$ cat src/rtl/divstep_unit.sv
module divstep_unit #(
  parameter int W = 16
) (
  input  logic         clk,
  input  logic         rst_n,
  input  logic         start,
  input  logic [W-1:0] div_i,
  input  logic [W-1:0] hi_i,
  input  logic [W-1:0] lo_i,
  input  logic         flag_i,
  output logic         busy,
  output logic         done,
  output logic         err,
  output logic [W-1:0] quo,
  output logic [W-1:0] rem
);
  localparam int CW = (W > 1) ? $clog2(W) : 1;
  localparam logic [CW-1:0] LAST = CW'(W - 1);

  logic [W-1:0]  hi_q, lo_q, dv_q;
  logic [CW-1:0] cnt;
  logic          busy_q, done_q, err_q;

  wire         reject = (div_i == '0) | flag_i | (hi_i >= div_i);
  wire [W:0]   trial  = {hi_q, lo_q[W-1]} - {1'b0, dv_q};
  wire         fits   = ~trial[W];

  always_ff @(posedge clk) begin
    if (!rst_n) begin
      hi_q   <= '0;
      lo_q   <= '0;
      dv_q   <= '0;
      cnt    <= '0;
      busy_q <= 1'b0;
      done_q <= 1'b0;
      err_q  <= 1'b0;
    end else begin
      done_q <= 1'b0;
      err_q  <= 1'b0;
      if (busy_q) begin
        hi_q <= fits ? trial[W-1:0] : {hi_q[W-2:0], lo_q[W-1]};
        lo_q <= {lo_q[W-2:0], fits};
        cnt  <= cnt + 1'b1;
        if (cnt == LAST) begin
          busy_q <= 1'b0;
          done_q <= 1'b1;
        end
      end else if (start) begin
        if (reject) begin
          err_q <= 1'b1;
        end else begin
          hi_q   <= hi_i;
          lo_q   <= lo_i;
          dv_q   <= div_i;
          cnt    <= '0;
          busy_q <= 1'b1;
        end
      end
    end
  end

  assign busy = busy_q;
  assign done = done_q;
  assign err  = err_q;
  assign quo  = lo_q;
  assign rem  = hi_q;


  busy_rise_chk: assert property (@(posedge clk) disable iff (!rst_n)
    $rose(busy) |-> $past(start));


  done_end_chk: assert property (@(posedge clk) disable iff (!rst_n)
    done |-> (!busy && $past(busy)));


  err_source_chk: assert property (@(posedge clk) disable iff (!rst_n)
    err |-> ($past(start) && !$past(busy) && !busy));


  rem_bound_chk: assert property (@(posedge clk) disable iff (!rst_n)
    done |-> (rem < dv_q));


  idle_hold_chk: assert property (@(posedge clk) disable iff (!rst_n)
    (!busy && !$past(busy) && !$rose(busy)) |-> ($stable(quo) && $stable(rem)));


  done_err_excl_chk: assert property (@(posedge clk) disable iff (!rst_n)
    !(done && err));
endmodule

$ cat config.mk
export PLATFORM = sky130hd
export DESIGN_NAME = divstep_unit
export DESIGN_NICKNAME = d
export VERILOG_FILES = /design/src/rtl/divstep_unit.sv
export SDC_FILE = /design/constraint.sdc
export NUM_CORES = 1
export LEC_CHECK = 0
export ABC_AREA = 0
export BUFFER_PORTS_ARGS = -buffer_cell sky130_fd_sc_hd__buf_2
export CORE_ASPECT_RATIO = 1.5
export CORE_MARGIN = 2
export CORE_UTILIZATION = 54
export CTS_CLUSTER_SIZE = 25
export DETAILED_ROUTE_END_ITERATION = 6
export PLACE_DENSITY = 0.8
export RECOVER_POWER = 25
export REMOVE_ABC_BUFFERS = 1
export SLEW_MARGIN = 5
export SYNTH_ARGS = -nofsm -noshare
export SYNTH_HDL_FRONTEND = slang
export SYNTH_SLANG_ARGS = --single-unit
$ cat constraint.sdc
create_clock -name clk -period 3.65 [get_ports clk]
set_clock_uncertainty 0.1 [all_clocks]
set_input_delay 0.1825 -clock clk [delete_from_list [all_inputs] [get_ports clk]]
set_output_delay 0.1825 -clock clk [all_outputs]
set_load 0.05 [all_outputs]
Yosys cells after proc, flatten, opt, wreduce, memory -nomap -nowiden
Cells that the tools add are included.
- bits in writable memories: 0
- word-level logic and storage cells: 41
- memory bits (read-only): 0
- input port bits: 52
- bits in latches: 0
- memories: 0
- bits in registers: 55
- output and inout bits: 35
- shifts and indexed selects: 0
- mux-type cells: 16
- reductions and logical operators: 6
- multipliers: 0
- $add $sub $neg: 2
- divide/modulo/power cells: 0
- $lt $le $gt $ge: 1
- bitwise operators: 7
- equality and inequality tests: 2
- operators with widths (operator ; number):
    $mux 16 ; 7
    $sub 17x16->17 ; 1
    $ge 16x16->1 ; 1
    $logic_not 16->1 ; 1
    $mux 4 ; 3
    $mux 1 ; 6
    $not 1->1 ; 5
    $add 4x1->4 const B ; 1
    $eq 4x4->1 const B ; 1
    $reduce_and 2->1 ; 2
    $reduce_and 3->1 ; 1
    $reduce_or 3->1 ; 1
    $ne 2x2->1 const B ; 1
    $or 1x1->1 ; 2
    $reduce_bool 2->1 ; 1

Depth between registers and ports, before layout
Gate-level depths: netlist of the first run.
- word-level depth: 6
- gate-level depth with buffers: 14
- mapped depth without buffers: 12

Worst setup path before layout of the first run
No wires, ideal clock.
- kind: register -> register
- from: register lo_q[15] (netlist: quo[15])
- to: register hi_q[11] (netlist: rem[11])
- path slack: 0.702 ns
- arrival: 2.716 ns
- buffers on the path: 2
- required time: 3.418 ns
- stages on the path, launching flop included: 14
- clock period less this slack: 2.948 ns
- path through: dfxtp_1 > inv_1 > ha_1 > inv_1 > fa_1 > a211oi_1 > o21ai_0 > nand3_1 > a31oi_1 > xor2_1 > buf_4 > buf_4 > mux2i_1 > a21oi_1
- cells in the longest elaborated chain, start to end: 3
- ends and longest elaborated chain (what ; line ; source):
    start, declared ; 20 ; logic [W-1:0] hi_q, lo_q, dv_q;
    start signal, assigned ; 42 ; lo_q <= {lo_q[W-2:0], fits};
    start signal, assigned ; 53 ; lo_q <= lo_i;
    $sub 17x16->17 ; 25 ; wire [W:0] trial = {hi_q, lo_q[W-1]} - {1'b0, dv_q};
    $mux 16 ; 41 ; hi_q <= fits ? trial[W-1:0] : {hi_q[W-2:0], lo_q[W-1]};
    $mux 16 ; 40 ; if (busy_q) begin
    end signal, assigned ; 41 ;
    end signal, assigned ; 52 ; hi_q <= hi_i;
    end, declared ; 20 ;
Every way passes these cells.
A chain may end at the register's enable or synchronous reset.

Worst setup path in the final report of the first run
- from: register lo_q[15] (netlist: quo[15])
- to: register hi_q[10] (netlist: rem[10])
The elaborated chain is that of the path after synthesis.

==> results of run 1 <==
-- layout make-up --
type / count / area (um2) / area share, %
multi-input combinational: 322 / 2320 / 54.6
sequential: 55 / 1100 / 25.9
timing repair buffer: 94 / 463 / 10.9
inverter: 41 / 154 / 3.62
tap: 76 / 95.1 / 2.24
clock buffer: 5 / 68.8 / 1.62
clock inverter: 3 / 47.5 / 1.12
-- tightest hold or removal path, stage by stage --
cell	delay, ns
buf_2	0.11
nand2_1	0.05
a21oi_1	0.05
-- flip-flops by register name, indices dropped and copies added (netlist names) --
register	flops
dv_q	16
cnt	4
done	1
busy	1
quo	16
err	1
rem	16
-- metal layers --
| metal | global-route usage [%] | vias to the layer above |
|---|---|---|
| li1 | - | 1724 |
| met5 | 0 | - |
| met1 | 27.2 | 1670 |
| met2 | 49.9 | 101 |
| met3 | 4.82 | 16 |
| met4 | 8.76 | 0 |
-- path summary, 6_finish.rpt --
check,from,end
worst min-delay path,div_i[13],dv_q[13]
worst min register to register,dv_q[4],dv_q[4]
worst max-delay path,quo[15],rem[10]
worst max register to register,quo[15],rem[10]
-- cells in the mapped netlist (3+ instances only) --
library cell / count / share of area [%]
nand3_1: 7 / 0.95
mux2i_1: 29 / 7.9
o21ai_1: 6 / 0.82
dfxtp_1: 55 / 30
ha_1: 33 / 11
and3_1: 3 / 0.51
nor2_1: 9 / 0.92
nand4_1: 4 / 0.68
xnor2_1: 8 / 1.9
clkbuf_1: 15 / 1.5
a211oi_1: 8 / 1.6
buf_2: 3 / 0.41
a21oi_1: 44 / 6.0
o211a_1: 15 / 4.1
a31oi_1: 7 / 1.2
a21o_1: 5 / 1.0
inv_1: 39 / 4.0
nor3_1: 3 / 0.41
xor2_1: 4 / 0.95
o21ai_0: 20 / 2.7
mux2_2: 6 / 1.8
nand2_1: 62 / 6.3
nor4_1: 5 / 0.85
and4_1: 3 / 0.71
nor2b_1: 4 / 0.68
mux2_4: 6 / 2.4
-- per-stage QoR --
step                      util [%]  hold WS, ns  setup WS [ns]  area [um2]  instances
after floorplan                  -        0.199        -0.0165        3570        418
after global placement        63.8        0.342          0.504        4160        588
after detailed placement      63.8        0.348          0.489        4160        588
after CTS                     65.5       0.0175          0.539        4280        596
after global routing          65.1       0.0171          0.198        4250        596
final                         65.1       0.0165          0.535        4250        596
-- power by group through the flow --
stage	clock (uW)	combinational (uW)	sequential [uW]
6_report	429	905	694
3_5_place_dp	0	903	707
3_3_place_gp	0	884	705
2_1_floorplan	0	535	841
5_1_grt	454	989	702
4_1_cts	435	909	694
-- cells by family after synthesis --
family | after synthesis | share of synthesized area (%)
AO/OA/AOI/OAI | 124 | 22.0
flip-flops | 55 | 29.9
AND/OR/NAND/NOR | 111 | 14.2
adder cells (fa/ha/maj) | 34 | 11.8
buffers and inverters | 63 | 7.14
multiplexers | 41 | 12.2
XOR/XNOR | 12 | 2.86
==> results.md, run 1 <==
- Die width: 71.4 um
- Final setup TNS: 0 ns
- Antenna violations before repair: 0
- Power density over the cells: 477 nW/um2
- Worst Setup Path Type: reg -> reg
- Flops & latches, synth: 55
- # DRC: 0
- DR WL met2: 5.14 mm
- Crit-path max cell delay: 0.43 ns
- WL met3: 508 um
- Slew @ Worst Pin: 0.825 ns
- Vias: 3511
- Layout overhead on the synthesized area: 15.6%
- Cell family with most CP delay: compound AO/OA/AOI/OAI gates
- Hold buffers post-CTS: 0
- Worst Path Required: 3.76 ns
- Wirelength, routed: 9.34 mm
- First-pass GRT wire length: 15.9 mm
- Die height: 105 um
- Vias in the first global route: 3534
- Synth Warn #: 0
- EDFF count, synth: 0
- R2R depth: 12
- Starting DRT DRC Count: 135
- Vias per inst: 5.89
- Max Fclk: 321 MHz
- RSZ-0062 raised after global routing: no
- Seq pwr share: 34.2%
- Main synth FF type: dfxtp_1
- Final setup fails: 0
- Final worst-path cycle share: 85.4%
- DP Wirelength: 7.12 mm
- Asr flop ratio synth: 0%
- Filler cell count: 582
- CP Capture Type: flip-flop
- Wirelength per Cell: 15.7 um
- WL met1: 3.50 mm
- Logic pwr share: 44.6%
- Grt ovf: 0
- Critical Path AT: 3.22 ns
- Full die area: 7500 um2
- Critical path's most frequent cell: inv_1
- Worst-path maximum fanout: 7
- Slew headroom: 45.0%
- WHS Path Cells: 3
- CTS Root Buffer Type: clkbuf_8
- Reg clk slew, reported paths: 0.10 ns
- Worst setup SP type: flip-flop
- Skew-Pair Late Insertion Delay: 0.32 ns
- # rows: 36
- Total CTS buffers: 5
- Sw Ratio: 40.3%
- Lkg Pwr: 0.00214 uW
- Setup bufs post-CTS: 0
- GP Congestion: 0.872
- Final Hold Viols: 0
- Max-slew violations: 0
- Highest routed layer: met4
- Buffers and inverters on the worst path: 3
- Stages on worst setup path: 12
- All-Layer GR Usage: 26.0%
- Sink Count: 55
- DR pass1 iterations: 5
- Ant diodes: 0
- PnR Total Power: 2030 uW
- CTS resizes: 0
- Layout cells sized above 1: 18.5%
- Maxcap violations: 0
- Minimum clock period: 3.12 ns
- Internal: 1210 uW
- CTS HTree Levels: 2
- Initial cell density of the core: 56.3%
- CTS tree: built
- Port buffer count: 86
- Core box area: 6530 um2
- Slowest-stage cell, CP: fa_1
- Largest net degree at the start of global routing: 39
- Worst vdd ir: 0.350 mV
- CTS Buffer Depth: 2
- Avg Cell Area, Syn: 8.36 um2
- Status: finished clean
- CP cell instances: inv_1 > ha_1 > inv_1 > fa_1 > a211oi_1 > o21ai_0 > nand3_1 > a31oi_1 > xor2_2 > buf_4 > nor3_1 > a2111oi_0
- Post-Syn Area: 3680 um2
- Post-synth cell types: 51
- Register area share after synthesis: 29.9%
- R2r setup slk: 0.53 ns
- Routed Antenna Nets: 0
- NetSw: 817 uW
- Commonest non-fill, non-tap cell in the layout: buf_2
- Ports: 87
- Gate Count Post-Synth: 440
- Worst min-delay path class: in -> reg
- Commonest cells after routing, fill and taps aside: 64 x buf_2, 62 x nand2_1, 55 x dfxtp_1
- # nets final: 605
- Clock Power Share: 21.2%
(Power assumes the default switching activity.)
==> inputs of run 2 (changes only) <==
Settings changed: CELL_PAD_IN_SITES_DETAIL_PLACEMENT from default to 1, CELL_PAD_IN_SITES_GLOBAL_PLACEMENT from default to 1, CORE_UTILIZATION 54 to 40, PLACE_DENSITY 0.8 to default, PLACE_DENSITY_LB_ADDON from default to 0.1.
==> run 2 against run 1 <==
Largest power group unchanged. Sequential share of layout area down 0.55 points. Sequential power grew 1%. Fmax shrank 0.29%. Clock-buffer cell count unchanged. Core utilization shrank 16 points. Combinational power up 2.4%. Clock power increased by 20%.
==> results.md, run 2 (same netlist as run 1, synthesis figures left out) <==
- Die width: 82.3 um
- Hold_ws: 0.0329 ns
- Slew @ Worst Pin: 0.874 ns
- Grt ovf: 0
- Largest net degree at the start of global routing: 44
- Sink Count: 55
- CP Capture Type: flip-flop
- Critical Path AT: 3.21 ns
- Final Hold Viols: 0
- Routed Antenna Nets: 0
- # nets final: 605
- Slew headroom: 41.7%
- Internal: 1270 uW
- Ant diodes: 0
- Final Non-Filler Cells: 630
- Wirelength, routed: 11.3 mm
- Max-slew violations: 0
- Vias per inst: 5.67
- Commonest non-fill, non-tap cell in the layout: buf_2
- NetSw: 872 uW
- Core box area: 8880 um2
- CTS Root Buffer Type: clkbuf_16
- All-Layer GR Usage: 24.2%
- Crit-path max cell delay: 0.42 ns
- Maxcap violations: 0
- First-pass GRT wire length: 18.5 mm
- Total CTS buffers: 5
- Full die area: 10000 um2
- Seq pwr share: 32.8%
- CTS tree: built
- Setup bufs post-CTS: 0
- Final worst-path cycle share: 85.6%
- Worst vdd ir: 0.287 mV
- Worst-path maximum fanout: 12
- Footprint of the multi-input gates: 2320 um2
- Final setup fails: 0
- Lkg Pwr: 0.00217 uW
- DP Wirelength: 8.66 mm
- Starting DRT DRC Count: 98
- Worst min-delay path class: in -> reg
- Critical path's most frequent cell: inv_1
- Hold buffers post-CTS: 0
- Filler cell count: 1129
- Vias: 3572
- Clock Power Share: 24.0%
- Max Fclk: 320 MHz
- Power density over the cells: 493 nW/um2
- RSZ-0062 raised after global routing: no
- Die height: 121 um
- Worst Path Required: 3.73 ns
- # placed instances: 622
- Commonest cells after routing, fill and taps aside: 64 x buf_2, 62 x nand2_1, 55 x dfxtp_1
- CTS Buffer Depth: 2
- Skew-Pair Late Insertion Delay: 0.30 ns
- Antenna violations before repair: 0
- Port buffer count: 86
- Layout cells sized above 1: 18.5%
- Wirelength per Cell: 18.0 um
- DR pass1 iterations: 4
- Reg clk slew, reported paths: 0.08 ns
- Sw Ratio: 40.7%
- CTS HTree Levels: 2
- Reg area: 1100 um2
- Worst Setup Path Type: reg -> reg
- GP Congestion: 0.829
- Initial cell density of the core: 41.4%
- # DRC: 0
- Vias in the first global route: 3763
- Ports: 87
- Slowest-stage cell, CP: fa_1
- Logic pwr share: 43.2%
- CTS resizes: 0
- # rows: 42
- Status: finished clean
- Minimum clock period: 3.12 ns
- CP cell instances: inv_1 > ha_1 > inv_1 > fa_1 > a211oi_1 > o21ai_0 > nand3_1 > a31oi_1 > xor2_2 > buf_4 > o311a_1 > a2111oi_0
- Layout overhead on the synthesized area: 18.1%
- Worst setup SP type: flip-flop
[run 2: cell types whose count changed in the layout (fill, tap and decap cells not counted)]
| cell | before | now |
|---|---|---|
| bufinv_16 | 1 | 0 |
| buf_12 | 0 | 1 |
| inv_8 | 0 | 1 |
| clkinv_4 | 1 | 2 |
| buf_4 | 8 | 7 |
| inv_6 | 1 | 0 |
| clkbuf_16 | 0 | 5 |
| clkbuf_8 | 5 | 0 |
[run 2: worst max-delay path, delay by kind of cell, from the launching register on]
family                     cells  cell delay, ns
AOI/OAI and AO/OA              5            1.18
adders and majority gates      2            0.61
xor gates and xnor gates       1            0.20
DFF                            1            0.34
and+or+nand+nor                1            0.19
buffers and inverters          3            0.39
[run 2: metal layers]
metal  share of wire, %  track usage, %
met5                  0               0
met4                1.7            7.71
met3                4.3            4.46
met2                 53            44.3
met1                 41            27.2
[run 2: power groups by stage]
| stage | registers, uW | logic (uW) | clock network (uW) |
|---|---|---|---|
| 5_1_grt | 711 | 1020 | 549 |
| 3_3_place_gp | 714 | 914 | 0 |
| 3_5_place_dp | 716 | 931 | 0 |
| 4_1_cts | 703 | 939 | 532 |
| 2_1_floorplan | 841 | 535 | 0 |
| 6_report | 702 | 927 | 514 |
[run 2: final cells by class]
| class | count | share of cell area (%) |
|---|---|---|
| Clock buffer | 5 | 2.88 |
| Tap cell | 110 | 3.17 |
| Sequential cell | 55 | 25.3 |
| Clock inverter | 3 | 0.662 |
| Multi-Input combinational cell | 322 | 53.5 |
| Timing Repair Buffer | 94 | 10.9 |
| Inverter | 41 | 3.54 |
[run 2: path summary, 6_finish.rpt]
path	startpoint	end	slack, ns	depth (start not counted)
max	quo[15]	rem[10]	0.53	12
min	div_i[11]	dv_q[11]	0.03	3
max reg2reg	quo[15]	rem[10]	0.53	12
min reg2reg	dv_q[15]	dv_q[15]	0.36	2
[run 2: stage by stage]
step	power (uW)	util [%]	setup slack, ns	area [um2]	TNS (ns)
3_5_place_dp	1650	47.5	0.548	4220	0
2_1_floorplan	1380	-	-0.0165	3570	-0.0277
6_report	2140	48.9	0.526	4350	0
3_3_place_gp	1630	47.5	0.591	4220	0
4_1_cts	2170	49.2	0.517	4370	0
5_1_grt	2280	48.9	0.200	4350	0
==> inputs of run 3 (changes only) <==
--- a/config.mk
+++ b/config.mk
@@ -15,5 +15,5 @@
 export CTS_CLUSTER_SIZE = 25
 export DETAILED_ROUTE_END_ITERATION = 6
-export PLACE_DENSITY_LB_ADDON = 0.1
+export PLACE_DENSITY = 0.8
 export RECOVER_POWER = 25
 export REMOVE_ABC_BUFFERS = 1
==> constraint.sdc (replaced) <==
create_clock -name clk -period 3.65 [get_ports clk]
set_clock_uncertainty 0.1 [all_clocks]
set_input_delay 0 -clock clk [delete_from_list [all_inputs] [get_ports clk]]
set_output_delay 0 -clock clk [all_outputs]
set_load 0.1 [all_outputs]
==> run 3 against run 2 <==
Die area unchanged. Non-clock buffer count increased by 38. Highest routed layer unchanged. First-iteration DRC count increased by 38%.
==> results.md, run 3 (same netlist as run 1, synthesis figures left out) <==
- CTS HTree Levels: 2
- Ant diodes: 0
- Port buffer count: 86
- Starting DRT DRC Count: 135
- Skew-Pair Late Insertion Delay: 0.30 ns
- Status: finished clean
- Logic pwr share: 48.1%
- Wirelength per Cell: 18.0 um
- Worst min-delay path class: in -> reg
- Setup bufs post-CTS: 0
- Footprint of the multi-input gates: 2330 um2
- Slew headroom: 21.8%
- Max Fclk: 297 MHz
- Layout overhead on the synthesized area: 28.2%
- Layout cells sized above 1: 17.4%
- # DRC: 0
- Reg clk slew, reported paths: 0.07 ns
- Full die area: 10000 um2
- RSZ-0062 raised after global routing: no
- DR pass1 iterations: 4
- Largest net degree at the start of global routing: 44
- Grt ovf: 0
- Worst setup SP type: input pin
- WHS Endpoint: rem[11]
- R2r setup slk: 0.53 ns
- Vias: 3739
- Slew @ Worst Pin: 1.18 ns
- # nets final: 643
- CP cell instances: dlygate4sd3_1 > buf_2 > inv_1 > ha_1 > nand2_1 > o21ai_0 > a211oi_1 > o31ai_1 > or2_4 > buf_12 > mux2_4 > o21ai_1 > a21oi_1
- Wirelength, routed: 12.0 mm
- Die height: 121 um
- NetSw: 1020 uW
- CTS Root Buffer Type: clkbuf_16
- Sw Ratio: 44.3%
- DP Wirelength: 8.58 mm
- Die width: 82.3 um
- Crit-path max cell delay: 0.52 ns
- Final worst setup slack: 0.287 ns
- Worst Setup Path Type: in -> reg
- Slowest-stage cell, CP: dlygate4sd3_1
- Place WS: 0.372 ns
- All-Layer GR Usage: 25.1%
- # rows: 42
- Cell family with most CP delay: compound AO/OA/AOI/OAI gates
- Buffers and inverters on the worst path: 4
- Reg area: 1100 um2
- CTS tree: built
- FF-to-FF End: rem[13]
- Worst-path maximum fanout: 22
- Ports: 87
- CP Capture Type: flip-flop
- Internal: 1290 uW
- Routed Antenna Nets: 0
- Seq pwr share: 30.5%
- Vias in the first global route: 3940
- Hold Crit Start: hi_i[11]
- Commonest cells after routing, fill and taps aside: 64 x buf_2, 62 x nand2_1, 55 x dfxtp_1
- Final worst-path cycle share: 92.1%
- WHS Path Cells: 4
- PnR Total Power: 2310 uW
- Worst vdd ir: 0.292 mV
- CTS Buffer Depth: 2
- Minimum clock period: 3.36 ns
- Maxcap violations: 0
- Filler cell count: 1108
- Final setup fails: 0
- Total CTS buffers: 5
- Initial cell density of the core: 41.4%
- First-pass GRT wire length: 19.3 mm
- FF-to-FF Start: rem[0]
- Clock Power Share: 21.4%
- Core box area: 8880 um2
- Critical Path AT: 3.45 ns
- Max-slew violations: 0
- Antenna violations before repair: 0
- Worst Path Required: 3.74 ns
- Vias per inst: 5.60
- Sink Count: 55
- Final Hold Viols: 0
- GP Congestion: 0.804
- Commonest non-fill, non-tap cell in the layout: buf_2
- Power density over the cells: 489 nW/um2
- Lkg Pwr: 0.00232 uW
- R2R depth: 9
## run 3: worst reg2reg max path: cells and delay by family (launching register included)
family | cells | cell delay [ns]
compound gates | 5 | 1.40
simple gates | 3 | 0.76
flops | 1 | 0.48
fa+ha+maj | 1 | 0.28
## run 3: worst max path at each step
stage                          from      end  slack [ns]  cells after the start
final                     div_i[11]  rem[12]        0.29                     13
after global routing      div_i[11]   cnt[0]        0.09                     13
after CTS                 div_i[11]  rem[12]        0.11                     13
after detailed placement  div_i[11]  rem[12]        0.37                     12
after global placement     div_i[9]  rem[12]        0.42                     12
after floorplan             quo[15]   rem[9]       -0.41                     12
## run 3: repair_timing
action	in CTS	in global routing
endpoints found under the hold margin	37	0
setup endpoints to repair	0	21
hold buffers	37	0
resized for setup	0	1
## run 3: area by class of cell
cell class	instances	area share, %
clock buffer	5	2.65
clock inverter	3	0.424
inverter	41	3.26
multi-input combinational	322	49.3
sequential	55	23.3
tap	110	2.92
timing repair buffer	132	18.1
## run 3: power groups by stage
stage	Sequential, uW	Combinational [uW]	Clock (uW)
after floorplan	988	536	0
after global placement	714	1050	0
after detailed placement	716	1070	0
after CTS	703	1110	502
after global routing	712	1190	523
final	705	1110	494
## run 3: through the flow
step | util (%) | instance area (um2) | hold WS, ns | TNS [ns] | std cells
global route | 53.1 | 4720 | 0.0468 | 0 | 668
global placement | 47.6 | 4230 | 0.163 | 0 | 623
floorplan | - | 3570 | 0.0161 | -5.08 | 418
finish | 53.1 | 4720 | 0.0163 | 0 | 668
detailed placement | 47.6 | 4230 | 0.177 | 0 | 623
CTS | 53.4 | 4740 | 0.0211 | 0 | 668
## run 3: routing by layer
metal	vias up	share of wire (%)	GRT usage (%)
met1	1816	39	27.4
met3	26	3.4	4.54
met5	-	0	0
li1	1805	-	-
met4	0	3.4	10.8
met2	92	54	45.7
